### src/rtl/sram_ctl_pkg.sv
package sram_ctl_pkg;

    typedef enum logic [2:0] {
        S_IDLE,
        S_READ,
        S_WSETUP,
        S_WPULSE,
        S_WRECOV,
        S_TURN
    } seq_state_e;

    // Round a nanosecond limit up to whole clocks, never fewer than one.
    function automatic int unsigned ns_to_cyc(input int unsigned t_ns,
                                              input int unsigned clk_ns);
        int unsigned c;
        c = (t_ns + clk_ns - 1) / clk_ns;
        if (c < 1) c = 1;
        return c;
    endfunction

    function automatic int unsigned umax(input int unsigned a, input int unsigned b);
        return (a > b) ? a : b;
    endfunction

endpackage

### src/rtl/sram_cycle_timer.sv
module sram_cycle_timer #(
    parameter int unsigned CNT_W    = 2,
    parameter int unsigned MAX_LOAD = 3
) (
    input  logic             clk,
    input  logic             rst_n,
    input  logic             load,
    input  logic [CNT_W-1:0] load_val,
    output logic             zero
);
    logic [CNT_W-1:0] cnt_d, cnt_q;

    always_comb begin
        cnt_d = cnt_q;
        if (load)
            cnt_d = load_val;
        else if (cnt_q != '0)
            cnt_d = cnt_q - 1'b1;
    end

    always_ff @(posedge clk) begin
        if (!rst_n) cnt_q <= '0;
        else        cnt_q <= cnt_d;
    end

    assign zero = (cnt_q == '0);


    timer_range_chk: assert property (@(posedge clk) disable iff (!rst_n)
        cnt_q <= CNT_W'(MAX_LOAD));

endmodule

### src/rtl/sram_seq.sv
module sram_seq
    import sram_ctl_pkg::*;
#(
    parameter int unsigned ADDR_W = 19,
    parameter int unsigned DATA_W = 8,
    parameter int unsigned RD_CYC = 1,
    parameter int unsigned WP_CYC = 1,
    parameter int unsigned TA_CYC = 1,
    parameter int unsigned CNT_W  = 1
) (
    input  logic              clk,
    input  logic              rst_n,
    input  logic              req_valid,
    output logic              req_ready,
    input  logic              req_write,
    input  logic [ADDR_W-1:0] req_addr,
    input  logic [DATA_W-1:0] req_wdata,
    output logic              rsp_valid,
    output logic [DATA_W-1:0] rsp_rdata,
    output logic [ADDR_W-1:0] mem_addr,
    output logic              mem_ce_n,
    output logic              mem_we_n,
    output logic              mem_oe_n,
    output logic [DATA_W-1:0] mem_dq_o,
    output logic              mem_dq_oe,
    input  logic [DATA_W-1:0] mem_dq_i,
    output logic              tmr_load,
    output logic [CNT_W-1:0]  tmr_val,
    input  logic              tmr_zero
);
    typedef struct packed {
        seq_state_e        st;
        logic              rd_after;
        logic [ADDR_W-1:0] addr;
        logic [DATA_W-1:0] wdata;
        logic [DATA_W-1:0] rdata;
        logic              rvalid;
        logic              ce_n;
        logic              we_n;
        logic              oe_n;
        logic              dq_oe;
    } seq_regs_t;

    seq_regs_t d, q;

    always_comb begin
        d        = q;
        d.rvalid = 1'b0;
        tmr_load = 1'b0;
        tmr_val  = '0;
        unique case (q.st)
            S_IDLE: begin
                if (req_valid) begin
                    d.addr  = req_addr;
                    d.wdata = req_wdata;
                    if (!req_write) begin
                        d.st     = S_READ;
                        tmr_load = 1'b1;
                        tmr_val  = CNT_W'(RD_CYC - 1);
                    end else if (q.rd_after) begin
                        d.st     = S_TURN;
                        tmr_load = 1'b1;
                        tmr_val  = CNT_W'(TA_CYC - 1);
                    end else begin
                        d.st = S_WSETUP;
                    end
                end
            end
            S_READ: begin
                if (tmr_zero) begin
                    d.rdata    = mem_dq_i;
                    d.rvalid   = 1'b1;
                    d.rd_after = 1'b1;
                    d.st       = S_IDLE;
                end
            end
            S_TURN: begin
                if (tmr_zero) begin
                    d.rd_after = 1'b0;
                    d.st       = S_WSETUP;
                end
            end
            S_WSETUP: begin
                d.st     = S_WPULSE;
                tmr_load = 1'b1;
                tmr_val  = CNT_W'(WP_CYC - 1);
            end
            S_WPULSE: begin
                if (tmr_zero) d.st = S_WRECOV;
            end
            S_WRECOV: d.st = S_IDLE;
            default:  d.st = S_IDLE;
        endcase

        // Pin levels are registered from the next state: no decode glitches.
        d.ce_n  = !(d.st == S_READ || d.st == S_WSETUP || d.st == S_WPULSE);
        d.oe_n  = !(d.st == S_READ);
        d.we_n  = !(d.st == S_WPULSE);
        d.dq_oe =  (d.st == S_WPULSE);
    end

    always_ff @(posedge clk) begin
        if (!rst_n) begin
            q          <= '0;
            q.st       <= S_IDLE;
            q.ce_n     <= 1'b1;
            q.we_n     <= 1'b1;
            q.oe_n     <= 1'b1;
        end else begin
            q <= d;
        end
    end

    assign req_ready = (q.st == S_IDLE);
    assign rsp_valid = q.rvalid;
    assign rsp_rdata = q.rdata;
    assign mem_addr  = q.addr;
    assign mem_ce_n  = q.ce_n;
    assign mem_we_n  = q.we_n;
    assign mem_oe_n  = q.oe_n;
    assign mem_dq_o  = q.wdata;
    assign mem_dq_oe = q.dq_oe;


    oe_in_write_chk: assert property (@(posedge clk) disable iff (!rst_n)
        !mem_we_n |-> mem_oe_n);


    dq_drive_chk: assert property (@(posedge clk) disable iff (!rst_n)
        mem_dq_oe |-> !mem_we_n);


    addr_hold_chk: assert property (@(posedge clk) disable iff (!rst_n)
        (!mem_ce_n && !$past(mem_ce_n)) |-> $stable(mem_addr));


    rvalid_pulse_chk: assert property (@(posedge clk) disable iff (!rst_n)
        rsp_valid |=> !rsp_valid);


    busy_chk: assert property (@(posedge clk) disable iff (!rst_n)
        !mem_ce_n |-> !req_ready);


    turn_exit_chk: assert property (@(posedge clk) disable iff (!rst_n)
        (q.st == S_TURN) |=> (q.st == S_TURN || q.st == S_WSETUP));

endmodule

### src/rtl/sram_ctl.sv
module sram_ctl
    import sram_ctl_pkg::*;
#(
    parameter int unsigned ADDR_W = 19,
    parameter int unsigned DATA_W = 8,
    parameter int unsigned CLK_NS = 10,
    parameter int unsigned T_RC   = 8,
    parameter int unsigned T_AA   = 8,
    parameter int unsigned T_WP   = 7,
    parameter int unsigned T_DW   = 5,
    parameter int unsigned T_OHZ  = 3
) (
    input  logic              clk,
    input  logic              rst_n,
    input  logic              req_valid,
    output logic              req_ready,
    input  logic              req_write,
    input  logic [ADDR_W-1:0] req_addr,
    input  logic [DATA_W-1:0] req_wdata,
    output logic              rsp_valid,
    output logic [DATA_W-1:0] rsp_rdata,
    output logic [ADDR_W-1:0] mem_addr,
    output logic              mem_ce_n,
    output logic              mem_we_n,
    output logic              mem_oe_n,
    output logic [DATA_W-1:0] mem_dq_o,
    output logic              mem_dq_oe,
    input  logic [DATA_W-1:0] mem_dq_i
);
    localparam int unsigned RD_CYC = ns_to_cyc(umax(T_RC, T_AA), CLK_NS);
    localparam int unsigned WP_CYC = umax(ns_to_cyc(T_WP, CLK_NS), ns_to_cyc(T_DW, CLK_NS));
    localparam int unsigned TA_CYC = ns_to_cyc(T_OHZ, CLK_NS);
    localparam int unsigned MAX_C  = umax(RD_CYC, umax(WP_CYC, TA_CYC));
    localparam int unsigned CNT_W  = (MAX_C > 1) ? $clog2(MAX_C) : 1;

    logic             tmr_load;
    logic [CNT_W-1:0] tmr_val;
    logic             tmr_zero;

    sram_cycle_timer #(
        .CNT_W    (CNT_W),
        .MAX_LOAD (MAX_C - 1)
    ) u_timer (
        .clk      (clk),
        .rst_n    (rst_n),
        .load     (tmr_load),
        .load_val (tmr_val),
        .zero     (tmr_zero)
    );

    sram_seq #(
        .ADDR_W (ADDR_W),
        .DATA_W (DATA_W),
        .RD_CYC (RD_CYC),
        .WP_CYC (WP_CYC),
        .TA_CYC (TA_CYC),
        .CNT_W  (CNT_W)
    ) u_seq (
        .clk       (clk),
        .rst_n     (rst_n),
        .req_valid (req_valid),
        .req_ready (req_ready),
        .req_write (req_write),
        .req_addr  (req_addr),
        .req_wdata (req_wdata),
        .rsp_valid (rsp_valid),
        .rsp_rdata (rsp_rdata),
        .mem_addr  (mem_addr),
        .mem_ce_n  (mem_ce_n),
        .mem_we_n  (mem_we_n),
        .mem_oe_n  (mem_oe_n),
        .mem_dq_o  (mem_dq_o),
        .mem_dq_oe (mem_dq_oe),
        .mem_dq_i  (mem_dq_i),
        .tmr_load  (tmr_load),
        .tmr_val   (tmr_val),
        .tmr_zero  (tmr_zero)
    );

endmodule

### config.mk
export PLATFORM = sky130hd
export DESIGN_NAME = sram_ctl
export DESIGN_NICKNAME = d
export VERILOG_FILES = /design/src/rtl/sram_ctl_pkg.sv /design/src/rtl/sram_cycle_timer.sv /design/src/rtl/sram_seq.sv /design/src/rtl/sram_ctl.sv
export SDC_FILE = /design/constraint.sdc
export NUM_CORES = 1
export LEC_CHECK = 0
export BUFFER_PORTS_ARGS = -buffer_cell sky130_fd_sc_hd__buf_2
export CORE_MARGIN = 2
export CORE_UTILIZATION = 51
export CTS_CLUSTER_DIAMETER = 30
export DETAILED_ROUTE_END_ITERATION = 10
export PLACE_DENSITY = 0.83
export SYNTH_ARGS = -nofsm -noshare
export SYNTH_HDL_FRONTEND = slang
export SYNTH_SLANG_ARGS = --single-unit
### constraint.sdc
create_clock -name clk -period 4.3 [get_ports clk]
set_input_delay 0.215 -clock clk [delete_from_list [all_inputs] [get_ports clk]]
set_output_delay 0.215 -clock clk [all_outputs]
set_load 0.02 [all_outputs]
==> impl_metrics.ini <==
[status]
status = complete, no violations

[power]
p_leak_nw = 1.03
peakVddDrop_v = 0.000274
power.density_mw_per_mm2 = 433

[global_route]
antenna_found_initial = 0
grt_max_degree = 40
grt_pass1_wl_um = 5900
grt_pass1_vias = 1423
grt_overflow = 0
grt.total_usage = 0.175

[detailed_routing]
drtPass1Iterations = 2
drc_errors = 0
ant_nets = 0
routed_wl_um = 3580
first_iter_violations = 50
routed_via_density = 4.69
vias = 1491
wl_per_cell_um = 11.3

[logic_synthesis]
netlist_top_cells_count = nand2_1 (71), dfxtp_1 (45), a21boi_0 (35), buf_4 (35)
async_reset_ff_frac = 0
synth_nets = 268
synthCells = 229
yosysTopAreaCellShare = 0.459
synth-main-ff-cell = dfxtp_1
syn_avg_cell_area_um2 = 8.57
synth_cell_types = 28
synth_edf_count = 0
synth_top_area_cell = dfxtp_1
yosysMostFrequentCell = nand2_1
ys_seq_area_frac = 0.459
synth_area_leaders = dfxtp_1 (46%), nand2_1 (14%), a21boi_0 (13%)
synth-seq-cells = 45
syn_area_mm2 = 0.00196
yosys_warnings = 0

[setup_path]
end_kind = flip-flop
cp_cell_sequence = nor3_1, nand2_1, nand2_1, a21boi_0
critical_path_required_ps = 4500
slowest_stage = nand2_1
reg2reg_slack_ps = 2550
cp_max_fo = 27
cp-start-kind = flip-flop
path_delay_family = simple AND/OR/NAND/NOR gates
crit_top_cell = nand2_1
cp_slowest_stage_delay_ps = 650
crit_start = u_seq.q[42]$_SDFF_PN0_
reg2reg_from = u_seq.q[42]$_SDFF_PN0_
arrival_ps = 1950
crit_type = reg -> reg
path_buf_inv = 0

[layout]
final_nets = 308
num-fill-cells = 358
layout-drive-gt1-share = 0.337
fin_area_mm2 = 0.00223
n_antenna_cell = 0
area_growth_pct = 13.5

[cts]
cts_tree = done
clock_latency_ps = 280
cts_setup_buffers = 0
cts_resized = 0
htreeDepth = 2
clock-sinks = 45
cts_buffer_depth = 2
cts_root_buffer = clkbuf_8
hold_buffers = 0
cts_buffers = 5
clkTransAtPathRegs_ps = 80

[sta]
final-setup-viol-count = 0
relSlewSlack = 0.424
worstMarginPinSlew_ps = 861
drv_slew = 0
tns_ps = 0
fin_crit_sh = 0.407
rsz0062_at_grt = no
finalClockSkew_ps = 5.47
clock.fmax_mhz = 572
final_hold_viol_count = 0
period_minus_slack_ps = 1750

[floorplanning]
rows = 22
die_height_um = 66.0
coreArea_mm2 = 0.00369
ios = 80
fp.dieW_um = 66.0
dieArea_mm2 = 0.00436
start_util = 0.532

[placement]
gp_congestion = 0.765
port_buffers = 79
dp_hpwl_um = 2610
dpl_cell_area_mm2 = 0.00211

[worst_hold_path]
hold_start = req_addr[7]
min_path_type = in -> reg

[flow_run]
drv_cap = 0
==> path summary, 6_finish.rpt <==
path	endpoint	depth (start not counted)
setup / recovery	u_seq.mem_addr[15]$_SDFFE_PN0P_	4
hold reg to reg	u_seq.mem_addr[4]$_SDFFE_PN0P_	2
hold / removal	u_seq.mem_addr[7]$_SDFFE_PN0P_	3
setup reg to reg	u_seq.mem_addr[15]$_SDFFE_PN0P_	4
==> routing by layer <==
layer | GRT usage | share of wire | wire [um]
met1 | 0.192 | 0.43 | 1560
met2 | 0.322 | 0.48 | 1730
met3 | 0.0630 | 0.075 | 269
met4 | 0.0383 | 0.0056 | 20
met5 | 0 | 0 | 0
==> through the flow <==
| stage | utilization | setup WS, ps | hold WS [ps] | std cells | total power [mW] |
|---|---|---|---|---|---|
| 2_1_floorplan | - | 2480 | 360 | 229 | 0.627 |
| 6_report | 0.603 | 2550 | 171 | 318 | 0.963 |
| 3_5_place_dp | 0.572 | 2520 | 455 | 310 | 0.658 |
| 4_1_cts | 0.603 | 2510 | 169 | 318 | 0.974 |
| 3_3_place_gp | 0.572 | 2650 | 449 | 310 | 0.653 |
| 5_1_grt | 0.603 | 2340 | 177 | 318 | 1.01 |
==> area by class of cell <==
| class | instances | area, um^2 | area share |
|---|---|---|---|
| multi-input combinational | 135 | 738 | 0.332 |
| clock buffer | 7 | 86.3 | 0.0388 |
| timing repair buffer | 80 | 403 | 0.181 |
| tap | 48 | 60.1 | 0.0270 |
| inverter | 2 | 7.51 | 0.00337 |
| clock inverter | 1 | 30.0 | 0.0135 |
| sequential | 45 | 901 | 0.405 |
==> kinds of logic (layout without fill, tap and decap cells) <==
| family | count (synthesis) | count (layout) | share of synthesized area |
|---|---|---|---|
| compound gates | 43 | 43 | 0.163 |
| buf+inv | 49 | 90 | 0.165 |
| flops | 45 | 45 | 0.459 |
| simple gates | 91 | 91 | 0.211 |
| other cells | 1 | 1 | 0.00191 |
==> cells in the final DEF, fill, tap and decap left out, types with 2 or more instances in the layout <==
cell / netlist / final
buf_2: 6 / 79
and2_1: 2 / 2
nor2b_1: 2 / 2
nand3_1: 2 / 2
a21boi_0: 35 / 35
nand2_1: 71 / 71
o21ai_0: 3 / 3
clkbuf_8: 0 / 6
inv_1: 2 / 2
nor2_1: 3 / 3
nand2b_1: 2 / 2
dfxtp_1: 45 / 45
==> worst reg2reg max path, cell delays in order (launching register included) <==
cell	delay (ps)
dfxtp_1	550
nor3_1	110
nand2_1	650
nand2_1	130
a21boi_0	230
==> flip-flops by register name (all words and copies together), names as in the netlist <==
register,count
u_seq.rsp_rdata,8
u_seq.mem_ce_n,1
u_seq.mem_oe_n,1
u_seq.mem_we_n,1
u_seq.mem_addr,19
u_seq.mem_dq_oe,1
u_seq.q,4
u_timer.cnt_q,1
u_seq.mem_dq_o,8
u_seq.rsp_valid,1
==> report_power, final <==
group          internal (mW)  switching (mW)  total, mW
registers              0.451          0.0210      0.472
clock network          0.189           0.128      0.317
logic                 0.0654           0.109      0.174
total                  0.705           0.258      0.963
Note: power is estimated with default switching activity, not from simulation.
